===== config.mk =====
export PLATFORM = sky130hd
export DESIGN_NAME = spi_port
export DESIGN_NICKNAME = d
export VERILOG_FILES = /design/src/rtl/spi_pkg.sv /design/src/rtl/spi_sync.sv /design/src/rtl/spi_clkgen.sv /design/src/rtl/spi_shifter.sv /design/src/rtl/spi_port.sv
export SDC_FILE = /design/constraint.sdc
export NUM_CORES = 1
export LEC_CHECK = 0
export ABC_CLOCK_PERIOD_IN_PS = 2300
export BUFFER_PORTS_ARGS = -buffer_cell sky130_fd_sc_hd__buf_2
export CORE_UTILIZATION = 30
export DETAILED_ROUTE_END_ITERATION = 8
export PLACE_DENSITY = 0.47
export SLEW_MARGIN = 20
export SYNTH_ARGS = -nofsm -noshare
export SYNTH_HDL_FRONTEND = slang
export SYNTH_SLANG_ARGS = --single-unit

===== constraint.sdc =====
create_clock -name clk_i -period 2.3 [get_ports clk_i]
set_input_delay 0.115 -clock clk_i [delete_from_list [all_inputs] [get_ports clk_i]]
set_output_delay 0.115 -clock clk_i [all_outputs]
set_load 0.1 [all_outputs]

===== src/rtl/spi_pkg.sv =====
package spi_pkg;
  localparam int unsigned HALF_R0  = 1;
  localparam int unsigned HALF_R1  = 2;
  localparam int unsigned HALF_R2  = 8;
  localparam int unsigned HALF_R3  = 16;
  localparam int unsigned HALF_MAX = 16;
  localparam int unsigned DIV_W    = $clog2(HALF_MAX);

  typedef struct packed {
    logic       en;
    logic       mstr;
    logic       cpol;
    logic       cpha;
    logic [1:0] rate;
    logic       ss_out;
  } spi_cfg_t;

  // system clocks per SCK half period, minus one
  function automatic logic [DIV_W-1:0] half_lim(input logic [1:0] code);
    case (code)
      2'd0:    return DIV_W'(HALF_R0 - 1);
      2'd1:    return DIV_W'(HALF_R1 - 1);
      2'd2:    return DIV_W'(HALF_R2 - 1);
      default: return DIV_W'(HALF_R3 - 1);
    endcase
  endfunction
endpackage


===== src/rtl/spi_sync.sv =====
module spi_sync #(
  parameter int unsigned W      = 1,
  parameter int unsigned STAGES = 2,
  parameter logic [W-1:0] RST_VAL = '0
) (
  input  logic         clk_i,
  input  logic         rst_ni,
  input  logic [W-1:0] d_i,
  output logic [W-1:0] q_o
);
  for (genvar s = 0; s < STAGES; s++) begin : g_stg
    logic [W-1:0] q;
    if (s == 0) begin : g_first
      always_ff @(posedge clk_i or negedge rst_ni)
        if (!rst_ni) q <= RST_VAL;
        else         q <= d_i;
    end else begin : g_next
      always_ff @(posedge clk_i or negedge rst_ni)
        if (!rst_ni) q <= RST_VAL;
        else         q <= g_stg[s-1].q;
    end
  end
  assign q_o = g_stg[STAGES-1].q;
endmodule


===== src/rtl/spi_clkgen.sv =====
module spi_clkgen
  import spi_pkg::*;
(
  input  logic       clk_i,
  input  logic       rst_ni,
  input  logic       run_i,
  input  logic [1:0] rate_i,
  output logic       tick_o
);
  logic [DIV_W-1:0] cnt_q;
  logic [DIV_W-1:0] lim;

  assign lim    = half_lim(rate_i);
  assign tick_o = run_i && (cnt_q == lim);

  always_ff @(posedge clk_i or negedge rst_ni)
    if (!rst_ni)               cnt_q <= '0;
    else if (!run_i || tick_o) cnt_q <= '0;
    else                       cnt_q <= cnt_q + 1'b1;
endmodule


===== src/rtl/spi_shifter.sv =====
module spi_shifter #(
  parameter int unsigned DATA_W = 8
) (
  input  logic              clk_i,
  input  logic              rst_ni,
  input  logic              en_i,
  input  logic              mstr_i,
  input  logic              cpol_i,
  input  logic              cpha_i,
  input  logic              abort_i,
  input  logic              tx_we_i,
  input  logic [DATA_W-1:0] tx_data_i,
  input  logic              tick_i,
  input  logic              miso_i,
  input  logic              s_sck_i,
  input  logic              s_mosi_i,
  input  logic              s_ss_i,
  output logic              run_o,
  output logic              busy_o,
  output logic              sck_o,
  output logic              out_bit_o,
  output logic [DATA_W-1:0] rx_data_o,
  output logic              rx_valid_o
);
  localparam int unsigned KW = $clog2(2 * DATA_W);
  localparam int unsigned BW = $clog2(DATA_W);
  localparam logic [KW-1:0] K_LAST = KW'(2 * DATA_W - 1);
  localparam logic [BW-1:0] B_LAST = BW'(DATA_W - 1);

  logic              run_q, sck_q, out_q, s_sck_q;
  logic [KW-1:0]     k_q;
  logic [BW-1:0]     bcnt_q;
  logic [DATA_W-1:0] sr_q, rx_q;

  logic slv, m_samp, m_shft, s_edge, s_away, s_samp, s_shft;
  logic samp, shft, in_bit, last, start;

  assign slv    = en_i && !mstr_i;
  assign m_samp = run_q && tick_i && (k_q[0] == cpha_i);
  assign m_shft = run_q && tick_i && (k_q[0] != cpha_i);
  assign s_edge = slv && !s_ss_i && (s_sck_i != s_sck_q);
  assign s_away = s_sck_i != cpol_i;   // edge leaving the rest level
  assign s_samp = s_edge && (s_away != cpha_i);
  assign s_shft = s_edge && (s_away == cpha_i);
  assign samp   = m_samp || s_samp;
  assign shft   = m_shft || s_shft;
  assign in_bit = run_q ? miso_i : s_mosi_i;
  assign last   = bcnt_q == B_LAST;
  assign start  = tx_we_i && en_i && mstr_i && !run_q;

  always_ff @(posedge clk_i or negedge rst_ni)
    if (!rst_ni) s_sck_q <= 1'b0;
    else         s_sck_q <= s_sck_i;

  always_ff @(posedge clk_i or negedge rst_ni) begin
    if (!rst_ni) begin
      run_q  <= 1'b0;
      sck_q  <= 1'b0;
      out_q  <= 1'b0;
      k_q    <= '0;
      bcnt_q <= '0;
      sr_q   <= '0;
      rx_q   <= '0;
    end else if (abort_i || !en_i) begin
      run_q  <= 1'b0;
      sck_q  <= cpol_i;
      k_q    <= '0;
      bcnt_q <= '0;
    end else begin
      if (!run_q) sck_q <= cpol_i;
      if (slv && s_ss_i) bcnt_q <= '0;  // deselect drops a partial byte
      if (start) begin
        run_q  <= 1'b1;
        k_q    <= '0;
        bcnt_q <= '0;
        sr_q   <= tx_data_i;
        out_q  <= tx_data_i[DATA_W-1];
      end else if (slv && tx_we_i && bcnt_q == '0) begin
        sr_q  <= tx_data_i;
        out_q <= tx_data_i[DATA_W-1];
      end
      if (run_q && tick_i) begin
        sck_q <= !sck_q;
        k_q   <= k_q + 1'b1;
        if (k_q == K_LAST) run_q <= 1'b0;
      end
      if (samp) begin
        sr_q   <= {sr_q[DATA_W-2:0], in_bit};
        bcnt_q <= last ? '0 : bcnt_q + 1'b1;
        if (last) rx_q <= {sr_q[DATA_W-2:0], in_bit};
      end
      if (shft) out_q <= sr_q[DATA_W-1];
    end
  end

  assign run_o      = run_q;
  assign busy_o     = run_q || (bcnt_q != '0);
  assign sck_o      = sck_q;
  assign out_bit_o  = out_q;
  assign rx_data_o  = rx_q;
  assign rx_valid_o = samp && last;
endmodule


===== src/rtl/spi_port.sv =====
module spi_port
  import spi_pkg::*;
#(
  parameter int unsigned DATA_W      = 8,
  parameter int unsigned SYNC_STAGES = 2
) (
  input  logic              clk_i,
  input  logic              rst_ni,
  input  logic              cfg_we_i,
  input  logic              cfg_en_i,
  input  logic              cfg_mstr_i,
  input  logic              cfg_cpol_i,
  input  logic              cfg_cpha_i,
  input  logic [1:0]        cfg_rate_i,
  input  logic              cfg_ss_out_i,
  input  logic              tx_we_i,
  input  logic [DATA_W-1:0] tx_data_i,
  input  logic              done_clr_i,
  input  logic              modf_clr_i,
  input  logic              ss_level_i,
  output logic              en_o,
  output logic              mstr_o,
  output logic              busy_o,
  output logic              done_o,
  output logic              modf_o,
  output logic [DATA_W-1:0] rx_data_o,
  input  logic              sck_i,
  output logic              sck_o,
  output logic              sck_oe_o,
  input  logic              mosi_i,
  output logic              mosi_o,
  output logic              mosi_oe_o,
  input  logic              miso_i,
  output logic              miso_o,
  output logic              miso_oe_o,
  input  logic              ss_ni,
  output logic              ss_o,
  output logic              ss_oe_o
);
  spi_cfg_t cfg_q;
  logic     modf_q, done_q, modf_set;
  logic     s_ss, s_sck, s_mosi;
  logic     run, tick, sck_int, out_bit, rx_valid;

  spi_sync #(.W(3), .STAGES(SYNC_STAGES), .RST_VAL(3'b100)) u_sync (
    .clk_i (clk_i),
    .rst_ni(rst_ni),
    .d_i   ({ss_ni, sck_i, mosi_i}),
    .q_o   ({s_ss, s_sck, s_mosi})
  );

  assign modf_set = cfg_q.en && cfg_q.mstr && !cfg_q.ss_out && !s_ss;

  always_ff @(posedge clk_i or negedge rst_ni) begin
    if (!rst_ni) begin
      cfg_q  <= '0;
      modf_q <= 1'b0;
    end else begin
      if (cfg_we_i) begin
        cfg_q.en     <= cfg_en_i;
        cfg_q.mstr   <= cfg_mstr_i;
        cfg_q.cpol   <= cfg_cpol_i;
        cfg_q.cpha   <= cfg_cpha_i;
        cfg_q.rate   <= cfg_rate_i;
        cfg_q.ss_out <= cfg_ss_out_i;
      end
      if (modf_set) begin
        modf_q     <= 1'b1;
        cfg_q.en   <= 1'b0;
        cfg_q.mstr <= 1'b0;
      end else if (modf_clr_i) begin
        modf_q <= 1'b0;
      end
    end
  end

  always_ff @(posedge clk_i or negedge rst_ni)
    if (!rst_ni)                    done_q <= 1'b0;
    else if (rx_valid)              done_q <= 1'b1;
    else if (done_clr_i || tx_we_i) done_q <= 1'b0;

  spi_clkgen u_clkgen (
    .clk_i (clk_i),
    .rst_ni(rst_ni),
    .run_i (run),
    .rate_i(cfg_q.rate),
    .tick_o(tick)
  );

  spi_shifter #(.DATA_W(DATA_W)) u_shift (
    .clk_i     (clk_i),
    .rst_ni    (rst_ni),
    .en_i      (cfg_q.en),
    .mstr_i    (cfg_q.mstr),
    .cpol_i    (cfg_q.cpol),
    .cpha_i    (cfg_q.cpha),
    .abort_i   (modf_set),
    .tx_we_i   (tx_we_i),
    .tx_data_i (tx_data_i),
    .tick_i    (tick),
    .miso_i    (miso_i),
    .s_sck_i   (s_sck),
    .s_mosi_i  (s_mosi),
    .s_ss_i    (s_ss),
    .run_o     (run),
    .busy_o    (busy_o),
    .sck_o     (sck_int),
    .out_bit_o (out_bit),
    .rx_data_o (rx_data_o),
    .rx_valid_o(rx_valid)
  );

  assign en_o      = cfg_q.en;
  assign mstr_o    = cfg_q.mstr;
  assign done_o    = done_q;
  assign modf_o    = modf_q;
  assign sck_o     = sck_int;
  assign sck_oe_o  = cfg_q.en && cfg_q.mstr;
  assign mosi_o    = out_bit;
  assign mosi_oe_o = cfg_q.en && cfg_q.mstr;
  assign miso_o    = out_bit;
  assign miso_oe_o = cfg_q.en && !cfg_q.mstr && !ss_ni;
  assign ss_o      = ss_level_i;
  assign ss_oe_o   = cfg_q.ss_out;
endmodule


After elaboration in Yosys (flattened, before gate mapping)
Cells that the tools add are included.
W data, S select, Z words.
{"block": "classes", "n_addsub": 3, "n_eq_ne": 12, "n_mux": 30, "bitwise": 1, "n_reduce_logical": 46}
{"cell": "$mux W8", "count": 3}
{"cell": "$logic_and A1 B1 Y1", "count": 20}
{"cell": "$mux W4", "count": 4}
{"cell": "$mux W1", "count": 15}
{"cell": "$mux W3", "count": 5}
{"cell": "$pmux W4 S3", "count": 1}
{"cell": "$reduce_bool A3 Y1", "count": 4}
{"cell": "$add A4 B1 Y4 const B", "count": 2}
{"cell": "$logic_not A1 Y1", "count": 7}
{"cell": "$mux W7", "count": 1}
{"cell": "$logic_or A1 B1 Y1", "count": 6}
{"cell": "$reduce_bool A2 Y1", "count": 3}
{"cell": "$eq A4 B4 Y1", "count": 1}
{"cell": "$eq A4 B4 Y1 const B", "count": 1}
{"cell": "$ne A1 B1 Y1", "count": 4}
{"cell": "$reduce_and A2 Y1", "count": 2}
{"cell": "$reduce_bool A4 Y1", "count": 1}
{"cell": "$add A3 B1 Y3 const B", "count": 1}
{"cell": "$eq A3 B3 Y1 const B", "count": 1}
{"cell": "$logic_not A3 Y1", "count": 1}
{"cell": "$ne A3 B3 Y1 const B", "count": 1}
{"cell": "$reduce_and A3 Y1", "count": 1}
{"cell": "$eq A1 B1 Y1", "count": 2}
{"cell": "$eq A2 B1 Y1 const B", "count": 1}
{"cell": "4 further kinds", "count": 4}
{"block": "word_totals", "register_bits": 46, "in_bits": 26, "output_inout_bits": 21, "elab_cells": 111}

Depth between registers and ports, before layout
{"block": "logic_depth", "ltp_word": 9, "ltp_mapped": 8, "ltp_nobuf": 8}

By module
Synthesis repeated with hierarchy kept, for this count alone.
{"block": "unflattened", "cells_unflattened": 180, "area_unflattened_um2": 2263.4}
{"mod": "spi_shifter", "instances": 1, "cells_each": 123, "area_per_inst_um2": 1473.9, "seq_area_each_um2": 675.6}
{"mod": "spi_port", "instances": 1, "cells_each": 29, "area_per_inst_um2": 415.4, "seq_area_each_um2": 225.2}
{"mod": "spi_clkgen", "instances": 1, "cells_each": 22, "area_per_inst_um2": 221.5, "seq_area_each_um2": 100.1}
{"mod": "spi_sync", "instances": 1, "cells_each": 6, "area_per_inst_um2": 152.6, "seq_area_each_um2": 152.6}

Worst setup path before layout
Ideal clock, no wire load.
{"block": "synth_path", "kind": "reg-to-output", "from": "register cfg_q (netlist bit en_o)", "to": "output port miso_oe_o", "t_arrival_ns": 3.295, "required_ns": 2.185, "slack_ns": -1.110, "stages_incl_launch_ff": 2, "path_cell_list": "dfrtp_1 > nor3b_1"}
{"block": "synth_between", "elab_chain_len": 2}
{"element": "start: declaration", "line": "spi_port.sv:40", "rtl": "spi_cfg_t cfg_q;"}
{"element": "$logic_and A1 B1 Y1 (2 in a row)", "line": "spi_port.sv:122", "rtl": "assign miso_oe_o = cfg_q.en && !cfg_q.mstr && !ss_ni;"}
{"element": "end: declaration", "line": "spi_port.sv:35", "rtl": "output logic miso_oe_o,"}
Every way passes these cells.

Final worst setup path
{"block": "layout_path", "from": "register u_clkgen.cnt_q[1]", "to": "register u_shift.sr_q[5]"}
{"block": "layout_between", "elab_chain_len": 7}
{"element": "start: declaration", "line": "spi_clkgen.sv:10", "rtl": "logic [DIV_W-1:0] cnt_q;"}
{"element": "start signal: assignment", "line": "spi_clkgen.sv:19", "rtl": "else cnt_q <= cnt_q + 1'b1;"}
{"element": "$eq A4 B4 Y1 *", "line": "spi_clkgen.sv:14", "rtl": "assign tick_o = run_i && (cnt_q == lim);"}
{"element": "$logic_and A1 B1 Y1 *", "line": "spi_clkgen.sv:14"}
{"element": "$logic_and A1 B1 Y1 * (2 in a row)", "line": "spi_shifter.sv:39", "rtl": "assign m_samp = run_q && tick_i && (k_q[0] == cpha_i);"}
{"element": "$logic_or A1 B1 Y1 *", "line": "spi_shifter.sv:45", "rtl": "assign samp = m_samp || s_samp;"}
{"element": "$reduce_bool A3 Y1 (no source line)"}
{"element": "$reduce_and A2 Y1 (no source line)"}
{"element": "end signal: assignment", "line": "spi_shifter.sv:76", "rtl": "sr_q <= tx_data_i;"}
{"element": "end signal: assignment", "line": "spi_shifter.sv:79", "rtl": "sr_q <= tx_data_i;"}
{"element": "end signal: assignment", "line": "spi_shifter.sv:88", "rtl": "sr_q <= {sr_q[DATA_W-2:0], in_bit};"}
{"element": "end: declaration", "line": "spi_shifter.sv:33", "rtl": "logic [DATA_W-1:0] sr_q, rx_q;"}
Every way passes the cells marked *; elsewhere a longest branch is shown, timed or not.
A chain may end at the register's enable or synchronous reset.

==> out/metrics.sh <==
DIE_AREA_UM2=7717
TIMING.FINAL.CRIT_SHARE_PCT=95.10
MAXIMUM_CLOCK_RATE_GHz=0.4572
PLACEMENTROWS=30
ENDPOINT_ARRIVAL_TIME_ON_THE_CRITICAL_PATH_NS=2.35
WORST_PIN_SLEW_NS=0.4935
WORST_CLOCK_SKEW_NS=0.01470
GRT_USE_TOTAL_PCT=14.11
FILLER_FREE_CELL_COUNT_OF_THE_FINISHED_DESIGN=361
CORE_UM2=6944
DIE_W_UM=87.85
DRT-INITIAL-DRC-COUNT=129
SYNTH-EDFF-COUNT=0
FINAL-SETUP-VIOL-COUNT=0
ENDPOINT_KIND='register'
VDD.IR_DROP.WORST_mV=0.3192
SYNTH-ADDER-AREA-SHARE_PCT=2.830
HPWLAFTERDP_UM=3623
SHARE_OF_POST_ROUTE_CELLS_WITH_DRIVE_STRENGTH_ABOVE_1_PCT=37.74
SLEW_HEADROOM_PCT=67.33
POST-ROUTE-MIN-PERIOD_NS=2.187
DESIGN_AREA_UM2=2834
OUTCOME='complete, no violations'
CRIT_FANOUT=8
FINALHOLDVIOLCOUNT=0
DR.PASS1.ITERS=4
SYNTH_TOP_FLOP_CELL='dfrtp_1'
YS_SEQ_ELEMENTS=46
WORSTSETUPSTARTPOINTTYPE='register'
POWER_DENSITY_nW_PER_UM2=769.2
FIN_NETS=295
CTS_POST_SETUP_BUFFERS_INSERTED=0
WORSTSETUPPATHTYPE='register to register'
CRITPATHREQUIREDTIME_NS=2.47
ROUTE.DETAILED.VIAS_PER_INST=4.720
RSZ0062_AT_GRT='true'
SYNTH-WARNING-COUNT=0
ANT_NETS=0
MOST_FREQUENT_STANDARD_CELL_IN_THE_LAYOUT_EXCLUDING_FILL_AND_TAP_CELLS='buf_2'
GRT_START_MAX_NET_PINS=27
TRITONCTS='yes'
SYNTH_TOP_FAMILY_BY_AREA='simple AND/OR/NAND/NOR gates'
DPL.CELL_COUNT=349
NUMBER_OF_GLOBAL_ROUTE_VIAS_BEFORE_REPAIR=1695
LEAKAGE_nW=1.372
SYNTH_COMPOUND_GATE_AREA_SHARE_PCT=12.85
WL_UM=4829
CLOCK_TREE.ROOT_CELL='clkbuf_8'
SYNTH.AREA.MUX_SHARE_PCT=8.659
GRT_FIRST_PASS_WIRELENGTH_UM=8245
MAPPEDNETLISTNETS=235
WORST_SETUP_HOLD_PATH_CLK_SLEW_NS=0.09
SYNTH_SIMPLE_GATE_AREA_SHARE_PCT=13.92
DR_TOTAL_VIAS=1704
CTS-BUFFERS-INSERTED=5
SHARE_OF_FLIP_FLOPS_WITH_AN_ASYNCHRONOUS_SET_OR_RESET_AFTER_SYNTHESIS_PCT=100.0
IO_BUFFERS=44
AREAGROWTHSYNTHTOFINISH_PCT=28.18
DRCVIOLATIONCOUNT=0
CLOCK_SINKS=46
SYNTHESIS.AREA_PER_INSTANCE_UM2=10.84
CTS_BUFFER_DEPTH=2
NETLIST_AREA_UM2=2211
TIMING.FINAL.WS_SETUP_NS=0.1126
GP_CONGESTION=0.7515
INSERTEDDIODECOUNT=0
SLEW_VIOLATIONS=0
TIMING.MAX_CAP.VIOLATIONS=0
HIGHEST_COUNT_CELLS_IN_THE_LAYOUT_IGNORING_FILL_AND_TAPS='buf_2 (44), dfrtp_1 (41), inv_1 (22)'
YOSYSSEQAREASHARE_PCT=52.18
WORSTSKEWPAIRLATENCY_NS=0.30
SYNTH.DISTINCT_CELLS=41
GR-TOTAL-OVERFLOW=0
PLACEDINSTANCEAREA_UM2=2625
DETAIL_ROUTE.WL_PER_CELL_UM=13.38
HTREE_LEVELS=2
START_UTIL_PCT=31.84
ANTENNA_FOUND_INITIAL=0
SYNTH_XOR_AREA_SHARE_PCT=3.565
SYN_INST=204
WORST_HOLD_PATH_TYPE='input port to register'
DIE_HEIGHT_UM=87.85
PRECTSSETUPSLACK_NS=-0.01507
IO-PIN-COUNT=47
FINAL_CORE_UTILIZATION_PCT=40.81
-- Yosys cell counts (2+ instances only) --
library cell  count  area share (%)
a21o_1            3             1.0
a21oi_1           6             1.4
nor2_1           10             1.7
dfstp_2           2             2.4
nand2_1          13             2.2
nand3b_1          3             1.0
clkbuf_1          5            0.85
a22o_1            2            0.79
buf_4             3             1.0
nor3_1            4            0.91
and3_1            2            0.57
or3b_2            3             1.2
inv_1            23             3.9
ha_1              5             2.8
mux2_2           13             6.6
nor3b_1           2            0.68
xnor2_1           5             2.0
mux2i_1           3             1.4
o21ai_0          11             2.5
a222oi_1          8             3.6
dfrtp_1          44              50
and2_1            2            0.57
xor2_1            4             1.6
nand3_1          11             2.5
-- layout make-up --
type	count	area [um^2]
Fill cell	685	4110
Sequential cell	46	1160
Multi-Input combinational cell	126	988.4
Timing Repair Buffer	62	365.4
Tap cell	96	120.1
Inverter	23	90.09
Clock buffer	6	72.57
Clock inverter	2	37.54
-- through the flow --
| stage | hold slack, ns | setup TNS [ns] | total power (W) |
|---|---|---|---|
| 6_report | 0.02117 | 0 | 0.002180 |
| 2_1_floorplan | -0.1806 | 0 | 0.001432 |
| 5_1_grt | 0.03164 | -0.008673 | 0.002300 |
| 3_5_place_dp | 0.1060 | -0.01507 | 0.001576 |
| 3_3_place_gp | 0.1119 | 0 | 0.001569 |
| 4_1_cts | 0.02074 | 0 | 0.002193 |
-- state kept, by name (all words and copies together) (netlist names), 3 cells and up --
signal,cells
u_shift.bcnt_q,3
cfg_q,4
u_shift.k_q,4
u_clkgen.cnt_q,4
u_sync.g_stg.q,3
u_shift.sr_q,8
u_sync.q_o,3
u_shift.rx_data_o,8
-- final timing paths --
check,slack (ns),endpoint,from,cells past startpoint
setup / recovery,0.11,u_shift.sr_q[5],u_clkgen.cnt_q[1],6
hold / removal,0.02,cfg_q[1],cfg_rate_i[0],3
min in group asynchronous,0.29,u_shift.sr_q[4],rst_ni,2
max in group asynchronous,1.30,u_shift.k_q[1],rst_ni,3
hold reg to reg,0.36,u_sync.q_o[1],u_sync.g_stg[0].q[1],0
setup reg to reg,0.11,u_shift.sr_q[5],u_clkgen.cnt_q[1],6
-- what timing repair did --
action / 4_1_cts / 5_1_grt
gates cloned: 0 / 0
resized for setup: 1 / 9
hold buffers: 4 / 0
endpoints found under the setup margin: 1 / 15
endpoints found under the hold margin: 21 / 0
pin swaps: 1 / 2
-- power by group --
group          total, W  switching [W]  internal (W)
Clock          0.000606       0.000281      0.000325
Sequential     0.000977      0.0000681      0.000909
Combinational  0.000597       0.000416      0.000181
-- metal layers --
metal  wire length, um  part of all wire, %  track usage [%]  vias up
li1                  -                    -                -      833
met1              2328                   48            19.11      830
met2              2248                   47            21.85       35
met3               169                  3.5            3.299        6
met4                81                  1.7            5.514        0
met5                 0                    0                0        -
-- logic make-up (layout without fill, tap and decap cells) --
group                    count (synthesis)  count (layout)
buffers and inverters                   32              93
AND/OR/NAND/NOR                         56              56
adder cells (fa/ha/maj)                  5               5
multiplexers                            17              17
XOR/XNOR                                 9               9
flip-flops                              46              46
AO/OA/AOI/OAI                           39              39
-- worst max-delay path, cell delays in order, from the launching register on --
cell and delay [ns]:
dfrtp_1 0.38, or4_4 0.59, nor4b_4 0.25, a211oi_2 0.08, mux2_4 0.29, nor3b_4 0.19, a222oi_1 0.28
Note: power is estimated with default switching activity, not from simulation.
